==> config.mk <==
export PLATFORM = sky130hd
export DESIGN_NAME = tx_ingress_check
export DESIGN_NICKNAME = d
export VERILOG_FILES = /design/src/rtl/tx_ingress_check.sv
export SDC_FILE = /design/constraint.sdc
export NUM_CORES = 1
export LEC_CHECK = 0
export BUFFER_PORTS_ARGS = -buffer_cell sky130_fd_sc_hd__buf_2
export CAP_MARGIN = 20
export CORE_MARGIN = 2
export CORE_UTILIZATION = 30
export DETAILED_ROUTE_END_ITERATION = 8
export GPL_TIMING_DRIVEN = 0
export HOLD_SLACK_MARGIN = 0.02
export MAX_ROUTING_LAYER = met4
export PLACE_DENSITY_LB_ADDON = 0.3
export SYNTH_ARGS = -nofsm -noshare
export SYNTH_HDL_FRONTEND = slang
export SYNTH_SLANG_ARGS = --single-unit
==> constraint.sdc <==
create_clock -name clk -period 2.52 [get_ports clk]
set_clock_uncertainty 0.15 [all_clocks]
set_input_delay 0 -clock clk [delete_from_list [all_inputs] [get_ports clk]]
set_output_delay 0 -clock clk [all_outputs]
set_load 0.05 [all_outputs]
==> src/rtl/tx_ingress_check.sv <==
module tx_ingress_check #(
  parameter int READY_LAT = 0,
  parameter bit PRE_CHECK = 1'b1,
  parameter int DW = 128,
  parameter int EW = 4,
  parameter int LW = 16,
  parameter logic [7:0] PRE_MARK = 8'hFB
) (
  input  logic          clk,
  input  logic          rst_n,
  input  logic          ds_ready,
  output logic          in_ready,
  input  logic          in_valid,
  input  logic          in_sop,
  input  logic          in_eop,
  input  logic [EW-1:0] in_empty,
  input  logic          in_err,
  input  logic [7:0]    in_pre_tag,
  input  logic [DW-1:0] in_data,
  output logic          out_valid,
  output logic          out_sop,
  output logic          out_eop,
  output logic [EW-1:0] out_empty,
  output logic [DW-1:0] out_data,
  output logic          sts_valid,
  output logic [LW-1:0] sts_len,
  output logic [3:0]    sts_flags
);
  localparam int BPB = DW / 8;

  logic take, in_pkt, pre_q, orph_q;
  logic [LW-1:0] len_q;

  assign in_ready = ds_ready;

  generate
    if (READY_LAT == 0) begin : g_lat0
      assign take = in_valid & in_ready;
    end else begin : g_latn
      logic [READY_LAT-1:0] rdy_hist;
      always_ff @(posedge clk)
        if (!rst_n) rdy_hist <= '0;
        else        rdy_hist <= {rdy_hist[READY_LAT-2:0], in_ready};
      assign take = in_valid & rdy_hist[READY_LAT-1];
    end
  endgenerate

  wire solo    = take & in_sop & in_eop;
  wire starts  = take & in_sop & ~in_eop;
  wire cont    = take & ~in_sop & in_pkt;
  wire orphan  = take & ~in_sop & ~in_pkt;
  wire closes  = cont & in_eop;
  wire trunc   = take & in_sop & in_pkt;
  wire pre_bad = PRE_CHECK && (in_pre_tag != PRE_MARK);
  wire [LW-1:0] len_next = len_q + LW'(BPB);

  always_ff @(posedge clk) begin
    if (!rst_n) begin
      in_pkt    <= 1'b0;
      pre_q     <= 1'b0;
      orph_q    <= 1'b0;
      len_q     <= '0;
      out_valid <= 1'b0;
      out_sop   <= 1'b0;
      out_eop   <= 1'b0;
      out_empty <= '0;
      out_data  <= '0;
      sts_valid <= 1'b0;
      sts_len   <= '0;
      sts_flags <= '0;
    end else begin
      out_valid <= starts | cont;
      out_sop   <= starts;
      out_eop   <= closes;
      out_empty <= closes ? in_empty : '0;
      if (starts | cont) out_data <= in_data;

      sts_valid <= closes | trunc;
      if (closes) begin
        sts_len   <= len_next - LW'(in_empty);
        sts_flags <= {in_err, pre_q, 1'b0, orph_q};
      end else if (trunc) begin
        sts_len   <= len_q;
        sts_flags <= {1'b0, pre_q, 1'b1, orph_q};
      end

      if (orphan)              orph_q <= 1'b1;
      else if (closes | trunc) orph_q <= 1'b0;

      if (starts)              in_pkt <= 1'b1;
      else if (closes | solo)  in_pkt <= 1'b0;

      if (starts) begin
        len_q <= LW'(BPB);
        pre_q <= pre_bad;
      end else if (cont) begin
        len_q <= len_next;
      end
    end
  end
endmodule


==> Word level (Yosys, flattened, before mapping) <==
Index checks and enable logic that the tools add are counted.
{ "classes": {"order_cmp": 0, "n_mux": 10, "reduce_logical": 7, "n_div": 0, "shift": 0, "eq_ne": 1, "multipliers": 0, "add_sub_neg": 2, "bitwise": 16} }
{ "ops": {"columns": ["cell", "count"], "rows": [
  ["2-to-1 mux 16 bit", 2],
  ["adder 16 x 5 -> 16 bit (second input constant)", 1],
  ["subtractor 16 x 4 -> 16 bit", 1],
  ["2-to-1 mux 5 bit", 2],
  ["bitwise AND 1 bit", 9],
  ["2-to-1 mux 4 bit", 2],
  ["inequality test 8 bit (second input constant)", 1],
  ["nonzero test 2 bit", 4],
  ["2-to-1 mux 1 bit", 4],
  ["NOT 1 bit", 4],
  ["OR reduction 2 bit", 2],
  ["bitwise OR 1 bit", 3],
  ["AND reduction 2 bit", 1]
]} }
{ "word_totals": {"inputBits": 147, "out_inout_bits": 157, "mem_count": 0, "romBits": 0, "reg_bits": 175, "latch_bits": 0, "ramBits": 0} }

==> Depth between registers and ports, before layout <==
Gate-level depths: netlist (run 1).
{ "logic_depth": {"word_depth": 7, "mapped_depth": 8} }

==> Least setup slack after synthesis (run 1) <==
No wires, ideal clock.
{ "synth_timing": {"path_kind": "register to register", "from": "register len_q[5]", "to": "register sts_len[13]", "n_path_buf": 1, "path_stages_with_launch": 9, "arrival_time_ps": 1945, "setup_slack_ps": 336, "path_cell_list": "dfxtp_1 ha_1 buf_2 and2_1 o2111ai_1 a22oi_2 o21ai_1 mux2_4 a311oi_2"} }
{ "synth_via": {"elab_chain_cells": 3} }
{ "synth_rtl": {"columns": ["item", "line", "source"], "rows": [
  ["start, declared", "32", "logic [LW-1:0] len_q;"],
  ["start signal, assigned", "94", "len_q <= LW'(BPB);"],
  ["start signal, assigned", "97", "len_q <= len_next;"],
  ["adder 16 x 5 -> 16 bit", "55", "wire [LW-1:0] len_next = len_q + LW'(BPB);"],
  ["subtractor 16 x 4 -> 16 bit", "80", "sts_len <= len_next - LW'(in_empty);"],
  ["2-to-1 mux 16 bit", "79", "if (closes) begin"],
  ["end signal, assigned", "80", null],
  ["end signal, assigned", "83", "sts_len <= len_q;"],
  ["end, declared", "26", "output logic [LW-1:0] sts_len,"]
]} }
Every way passes these cells.
A chain may end at the register's enable or synchronous reset.

==> Worst setup path in the final report (run 1) <==
{ "layout_timing": {"from": "input in_empty[0]", "to": "register sts_len[8]"} }
{ "layout_via": {"elab_chain_cells": 2} }
{ "layout_rtl": {"columns": ["item", "line", "source"], "rows": [
  ["start, declared", "16", "input logic [EW-1:0] in_empty,"],
  ["subtractor 16 x 4 -> 16 bit", "80", null],
  ["2-to-1 mux 16 bit", "79", null]
]} }
Every way passes these cells.

==> results of run 1 <==
==> path summary, 6_finish.rpt <==
| check | startpoint | slack (ps) | cells after the start | endpoint |
|---|---|---|---|---|
| setup / recovery | in_empty[0] | 170 | 9 | sts_len[8] |
| hold / removal | in_sop | 50 | 4 | sts_len[5] |
| setup reg to reg | len_q[5] | 190 | 8 | sts_len[13] |
| hold reg to reg | out_data[82] | 300 | 2 | out_data[82] |
==> flip-flops by register name (all words and copies together) (netlist names), 4 cells and up <==
signal     count
out_empty      4
out_data     128
sts_flags      4
len_q         12
sts_len       16
==> timing repair <==
| item | CTS | global route |
|---|---|---|
| endpoints found under the hold margin | 147 | 0 |
| hold buffers | 148 | 0 |
| gates resized for setup | 1 | 30 |
| pin swaps | 0 | 2 |
| setup endpoints to repair | 70 | 121 |
| setup buffers | 0 | 2 |
==> routing by layer <==
metal | track usage [%] | up-vias | share of wire [%]
li1 | - | 3720 | -
met1 | 25.0 | 3439 | 44
met2 | 35.9 | 264 | 48
met3 | 3.64 | 46 | 5.2
met4 | 8.07 | 0 | 2.6
met5 | - | - | 0
==> layout by cell type (no fill, tap or decap), types with 4 or more instances in the layout <==
cell,instances
nand4_1,10
nand3_1,7
dlygate4sd3_1,147
mux2i_1,4
inv_1,5
clkbuf_16,17
a22oi_1,6
or3_1,5
xor2_1,5
nor3_1,10
o21ai_0,11
nand2_1,298
and3_1,9
xnor2_1,16
nor2_1,33
a21oi_1,146
dfxtp_1,169
inv_8,5
buf_2,318
clkbuf_2,13
clkbuf_1,30
==> where the power goes <==
part / internal (mW) / switching (mW) / leakage [nW]
registers: 2.76 / 0.0327 / 1.38
clock network: 1.31 / 1.25 / 0.267
logic: 0.335 / 0.484 / 3.00
==> kinds of logic after synthesis <==
group           count (synthesis)  share of synthesized area (%)
fa+ha+maj                       3                          0.567
buf+inv                        70                           4.63
flops                         171                           51.7
compound gates                188                           15.9
xor+xnor                       21                           2.78
simple gates                  384                           23.6
mux                             5                          0.832
==> worst reg2reg max path, stage by stage, from the launching register on <==
cell       delay (ps)
dfxtp_4           390
ha_1              170
clkbuf_4          210
and2_1            210
o2111ai_1         190
a22oi_2           280
o21ai_2           110
mux2_4            310
a311oi_2          220
==> layout make-up <==
type	count	area (um^2)	area share (%)
sequential	171	3430	32.5
timing repair buffer	449	2990	28.3
multi-input combinational	601	2910	27.6
clock buffer	18	429	4.06
tap	280	350	3.32
buffer	64	302	2.86
clock inverter	14	128	1.21
inverter	6	22.5	0.213
==> run_results.csv, run 1 <==
group,metric,value,unit
detailed_routing,dr.pass1.iters,6,
clock_tree,htree_levels,4,
synth,synthCells,842,
synth,syn-cell-area,6620,um^2
worst_hold_path,hp-class,"in -> reg",
grt,grt_start_max_net_pins,18,
clock_tree,clk_pin_slew,70,ps
critical_path,crit_buf_inv,3,
critical_path,path_class,"in -> reg",
grt,antenna_found_initial,0,
final_layout,n_antenna_cell,0,
synth,synth_common_cells,"nand2_1, dfxtp_1, a21oi_1",
placement,post_dp_cell_area,8470,um^2
detailed_routing,drc,0,
outcome,status,"completed",
critical_path,critPathLaunchType,"primary input",
timing,fmax,426,MHz
timing,hold_violations,0,
clock_tree,cts_tree,"done",
final_layout,instances_no_fill,1603,
critical_path,worstPathMaxFanout,4,
floorplanning,core-area,21800,um^2
timing,setup_tns,0,ps
power_and_ir_drop,power_density,584,nW/um^2
placement,place_inst,1422,
clock_tree,clockBufferDepth,2,
grt,grt_pass1_wl,38.5,mm
critical_path,crit_chain,"dlygate4sd3_1, buf_2, inv_1, ha_1, nor3b_1, nand2_1, a2111oi_1, xnor2_1, a211oi_1",
synth,synthMostInstantiatedCell,"nand2_1",
placement,gp_congestion,0.875,
critical_path,worst_ep_arrival_time,2540,ps
floorplanning,ios,304,
detailed_routing,vias,7469,
detailed_routing,drtIter0Drc,391,
floorplanning,die_w,153,um
critical_path,crit_slowest_cell,"nor3b_1",
floorplanning,dieArea,23300,um^2
clock_tree,clock_sinks,171,
detailed_routing,routed_wl,24.4,mm
timing,worst_slack,172,ps
timing,rsz0062_at_grt,"false",
synth,synth_flop_cell,"dfxtp_1",
synth,synth_top_area_share,51.7,%
power_and_ir_drop,p_leak,4.65,nW
clock_tree,cts_buffers,17,
grt,grt.overflow.total,0,
synth,ys_types,49,
final_layout,fin_nets,1460,
placement,port_buffers,300,
final_layout,final_util,48.5,%
floorplanning,die_h,153,um
synth,ys_warn_count,0,
synth,synth_nets,992,
critical_path,cpPeakStageDelay,590,ps
final_layout,final.fill_count,2138,
critical_path,cp_top_family,"buffers and inverters",
timing,slew-limit-headroom,49.1,%
synth,avgSynthCellArea,7.86,um^2
synth,synth_edf_count,0,
timing,hold_ws,46.5,ps
critical_path,worst-endpoint-required,2710,ps
detailed_routing,wl_per_cell,15.2,um
detailed_routing,postRouteAntennaNets,0,
floorplanning,initial_core_util,30.4,%
grt,grt_pass1_vias,7501,
clock_tree,clk_latency,420,ps
floorplanning,fp-row-count,54,
timing,setup_viol,0,
run,max-cap-violations,0,
power_and_ir_drop,ir_drop,0.379,mV
placement,pre_cts_ws,-88.6,ps
synth,async_flop_share,0,%
timing,worst_pin_slew,764,ps
final_layout,areaGrowthSynthToFinish,59.5,%
timing,period_minus_slack,2350,ps
synth,ys_seq_area_share,51.7,%
grt,gr-usage-all-layers,21.1,%
placement,dp_hpwl,16.7,mm
synth,synth-seq-cells,171,
timing,finalMaxSlewViolations,0,
final_layout,post-route-cell-area,10600,um^2
timing,period_share,93.2,%
critical_path,endpoint_kind,"flip-flop",
power_and_ir_drop,p_total,6.17,mW
detailed_routing,via_per_inst,4.66,
final_layout,drive_gt1_share,28.9,%
clock_tree,cts-root-buf,"clkbuf_16",
synth,yosys-top-cells-area,"dfxtp_1, nand2_1, a21oi_1, clkbuf_1, xnor2_1",
synth,yosysTopAreaCell,"dfxtp_1",
Power figures use the tool's default switching activity.
==> inputs of run 2 (changes only) <==
--- a/config.mk
+++ b/config.mk
@@ -7,5 +7,5 @@
 export LEC_CHECK = 0
 export BUFFER_PORTS_ARGS = -buffer_cell sky130_fd_sc_hd__buf_2
-export CAP_MARGIN = 20
+export CAP_MARGIN = 40
 export CORE_MARGIN = 2
 export CORE_UTILIZATION = 30
@@ -13,5 +13,4 @@
 export GPL_TIMING_DRIVEN = 0
 export HOLD_SLACK_MARGIN = 0.02
-export MAX_ROUTING_LAYER = met4
 export PLACE_DENSITY_LB_ADDON = 0.3
 export SYNTH_ARGS = -nofsm -noshare
--- a/constraint.sdc
+++ b/constraint.sdc
@@ -3,3 +3,3 @@
 set_input_delay 0 -clock clk [delete_from_list [all_inputs] [get_ports clk]]
 set_output_delay 0 -clock clk [all_outputs]
-set_load 0.05 [all_outputs]
+set_load 0.01 [all_outputs]
==> run 2 against run 1 <==
  * Maximum frequency decreased by 2.6%
  * Critical path depth stayed put
  * Utilization is 0.086 points higher
  * Final cell count grew 0.12%
  * Wire length rose by 0.95%
  * Clock power up 2%
  * Non-clock buffer count up 2
==> run_results.csv, run 2 (same netlist as run 1, synthesis figures left out) <==
group,metric,value,unit
floorplanning,ios,304,
placement,post_dp_cell_area,8480,um^2
critical_path,crit_slowest_cell,"dlygate4sd3_1",
timing,setup_viol,0,
detailed_routing,via_per_inst,4.67,
detailed_routing,dr.pass1.iters,4,
floorplanning,initial_core_util,30.4,%
power_and_ir_drop,ir_drop,0.378,mV
final_layout,final.fill_count,2096,
detailed_routing,postRouteAntennaNets,0,
final_layout,largest_reg_flops,128,
floorplanning,fp-row-count,54,
clock_tree,clockBufferDepth,2,
critical_path,worstPathMaxFanout,10,
timing,rsz0062_at_grt,"true",
clock_tree,clk_latency,420,ps
detailed_routing,drc,0,
critical_path,cp_top_family,"buffers and inverters",
final_layout,post-route-cell-area,10600,um^2
grt,gr-usage-all-layers,20.6,%
final_layout,top_register,"out_data",
timing,period_share,95.6,%
critical_path,endpoint_kind,"flip-flop",
floorplanning,die_w,153,um
critical_path,cpPeakStageDelay,570,ps
final_layout,final_cell_mix,"buf_2, nand2_1, dfxtp_1",
grt,grt_pass1_wl,38.7,mm
detailed_routing,vias,7495,
critical_path,worst_ep_arrival_time,2550,ps
placement,gp_congestion,0.861,
clock_tree,clock_sinks,171,
clock_tree,cts_tree,"done",
detailed_routing,drtIter0Drc,400,
critical_path,crit_buf_inv,4,
grt,grt_pass1_vias,7642,
grt,grt_start_max_net_pins,18,
critical_path,cpMostUsedCell,"nor2_1",
clock_tree,cts-root-buf,"clkbuf_16",
timing,hold_violations,0,
power_and_ir_drop,power_density,571,nW/um^2
critical_path,worst-endpoint-required,2660,ps
timing,slew-limit-headroom,44.3,%
placement,port_buffers,300,
grt,antenna_found_initial,0,
timing,hold_ws,83.6,ps
run,max-cap-violations,0,
power_and_ir_drop,p_leak,4.66,nW
final_layout,n_antenna_cell,0,
timing,period_minus_slack,2410,ps
worst_hold_path,hp-class,"in -> reg",
placement,dp_hpwl,16.7,mm
floorplanning,die_h,153,um
final_layout,layout_commonest_cell,"buf_2",
outcome,status,"completed",
clock_tree,clk_pin_slew,70,ps
final_layout,top_regs,"out_data: 128 flops, sts_len: 16 flops, len_q: 12 flops",
timing,worst_pin_slew,835,ps
timing,finalMaxSlewViolations,0,
critical_path,path_class,"in -> reg",
critical_path,crit_chain,"dlygate4sd3_1, clkbuf_1, nand3_1, nor2_1, buf_4, nor2_1, clkbuf_1, a22oi_1, nor2_1",
final_layout,areaGrowthSynthToFinish,59.8,%
timing,fmax,415,MHz
floorplanning,core-area,21800,um^2
final_layout,fin_nets,1462,
detailed_routing,routed_wl,24.7,mm
clock_tree,cts_buffers,17,
clock_tree,htree_levels,4,
detailed_routing,wl_per_cell,15.4,um
grt,grt.overflow.total,0,
final_layout,drive_gt1_share,28.7,%
floorplanning,dieArea,23300,um^2
critical_path,critPathLaunchType,"primary input",
==> run 2: changes by cell type in the layout (fill, tap and decap cells not counted), sizes merged <==
| cell | delta |
|---|---|
| buf | +1 |
| clkinv | -1 |
| clkinvlp | +1 |
| dlygate4sd3 | +1 |
==> run 2: worst paths after layout <==
check,start,endpoint,slack (ps),cells past startpoint
hold / removal,in_eop,sts_len[7],80,4
hold reg to reg,out_data[64],out_data[64],300,2
setup / recovery,in_sop,sts_len[2],110,9
setup reg to reg,in_pkt,out_data[17],120,8
==> run 2: worst min-delay path, stage by stage <==
cell	delay, ps
clkbuf_1	180
and3_1	220
mux2i_1	120
a21oi_1	80
==> run 2: timing repair <==
action,in CTS,in global routing
pin swaps,0,1
setup buffers,0,2
resized for setup,1,23
endpoints found under the setup margin,70,89
hold buffers,149,0
hold endpoints to repair,147,0
==> run 2: power breakdown <==
part | switching (mW) | total, mW | internal, mW | leakage, nW
Clock | 1.27 | 2.61 | 1.33 | 0.269
Combinational | 0.307 | 0.642 | 0.335 | 3.00
Sequential | 0.0326 | 2.80 | 2.76 | 1.38
==> run 2: through the flow <==
stage / TNS (ps) / power (mW) / instances / utilization, % / setup slack [ps]
floorplan: 0 / 3.06 / 842 / - / 336
global placement: -1690 / 3.31 / 1422 / 38.9 / -69.0
detailed placement: -2810 / 3.31 / 1423 / 39.0 / -83.6
CTS: 0 / 6.10 / 1604 / 48.4 / 35.2
global route: -321 / 6.27 / 1605 / 48.6 / -41.4
finish: 0 / 6.04 / 1605 / 48.6 / 110
==> run 2: layout make-up <==
type                       count  area [um^2]  share of cell area [%]
sequential                   171         3420                    32.4
timing repair buffer         451         3010                    28.4
multi-input combinational    601         2910                    27.5
clock buffer                  18          439                    4.15
tap                          280          350                    3.31
buffer                        64          298                    2.82
clock inverter                14          126                    1.19
inverter                       6         22.5                   0.213
==> run 2: layer usage <==
layer	share of wire, %	wire length (um)	track usage, %	vias up
met5	0	0	0	-
met4	3.4	840	9.57	0
met3	5.9	1450	4.47	55
met2	47	11700	35.7	289
met1	43	10700	24.4	3424
li1	-	-	-	3727
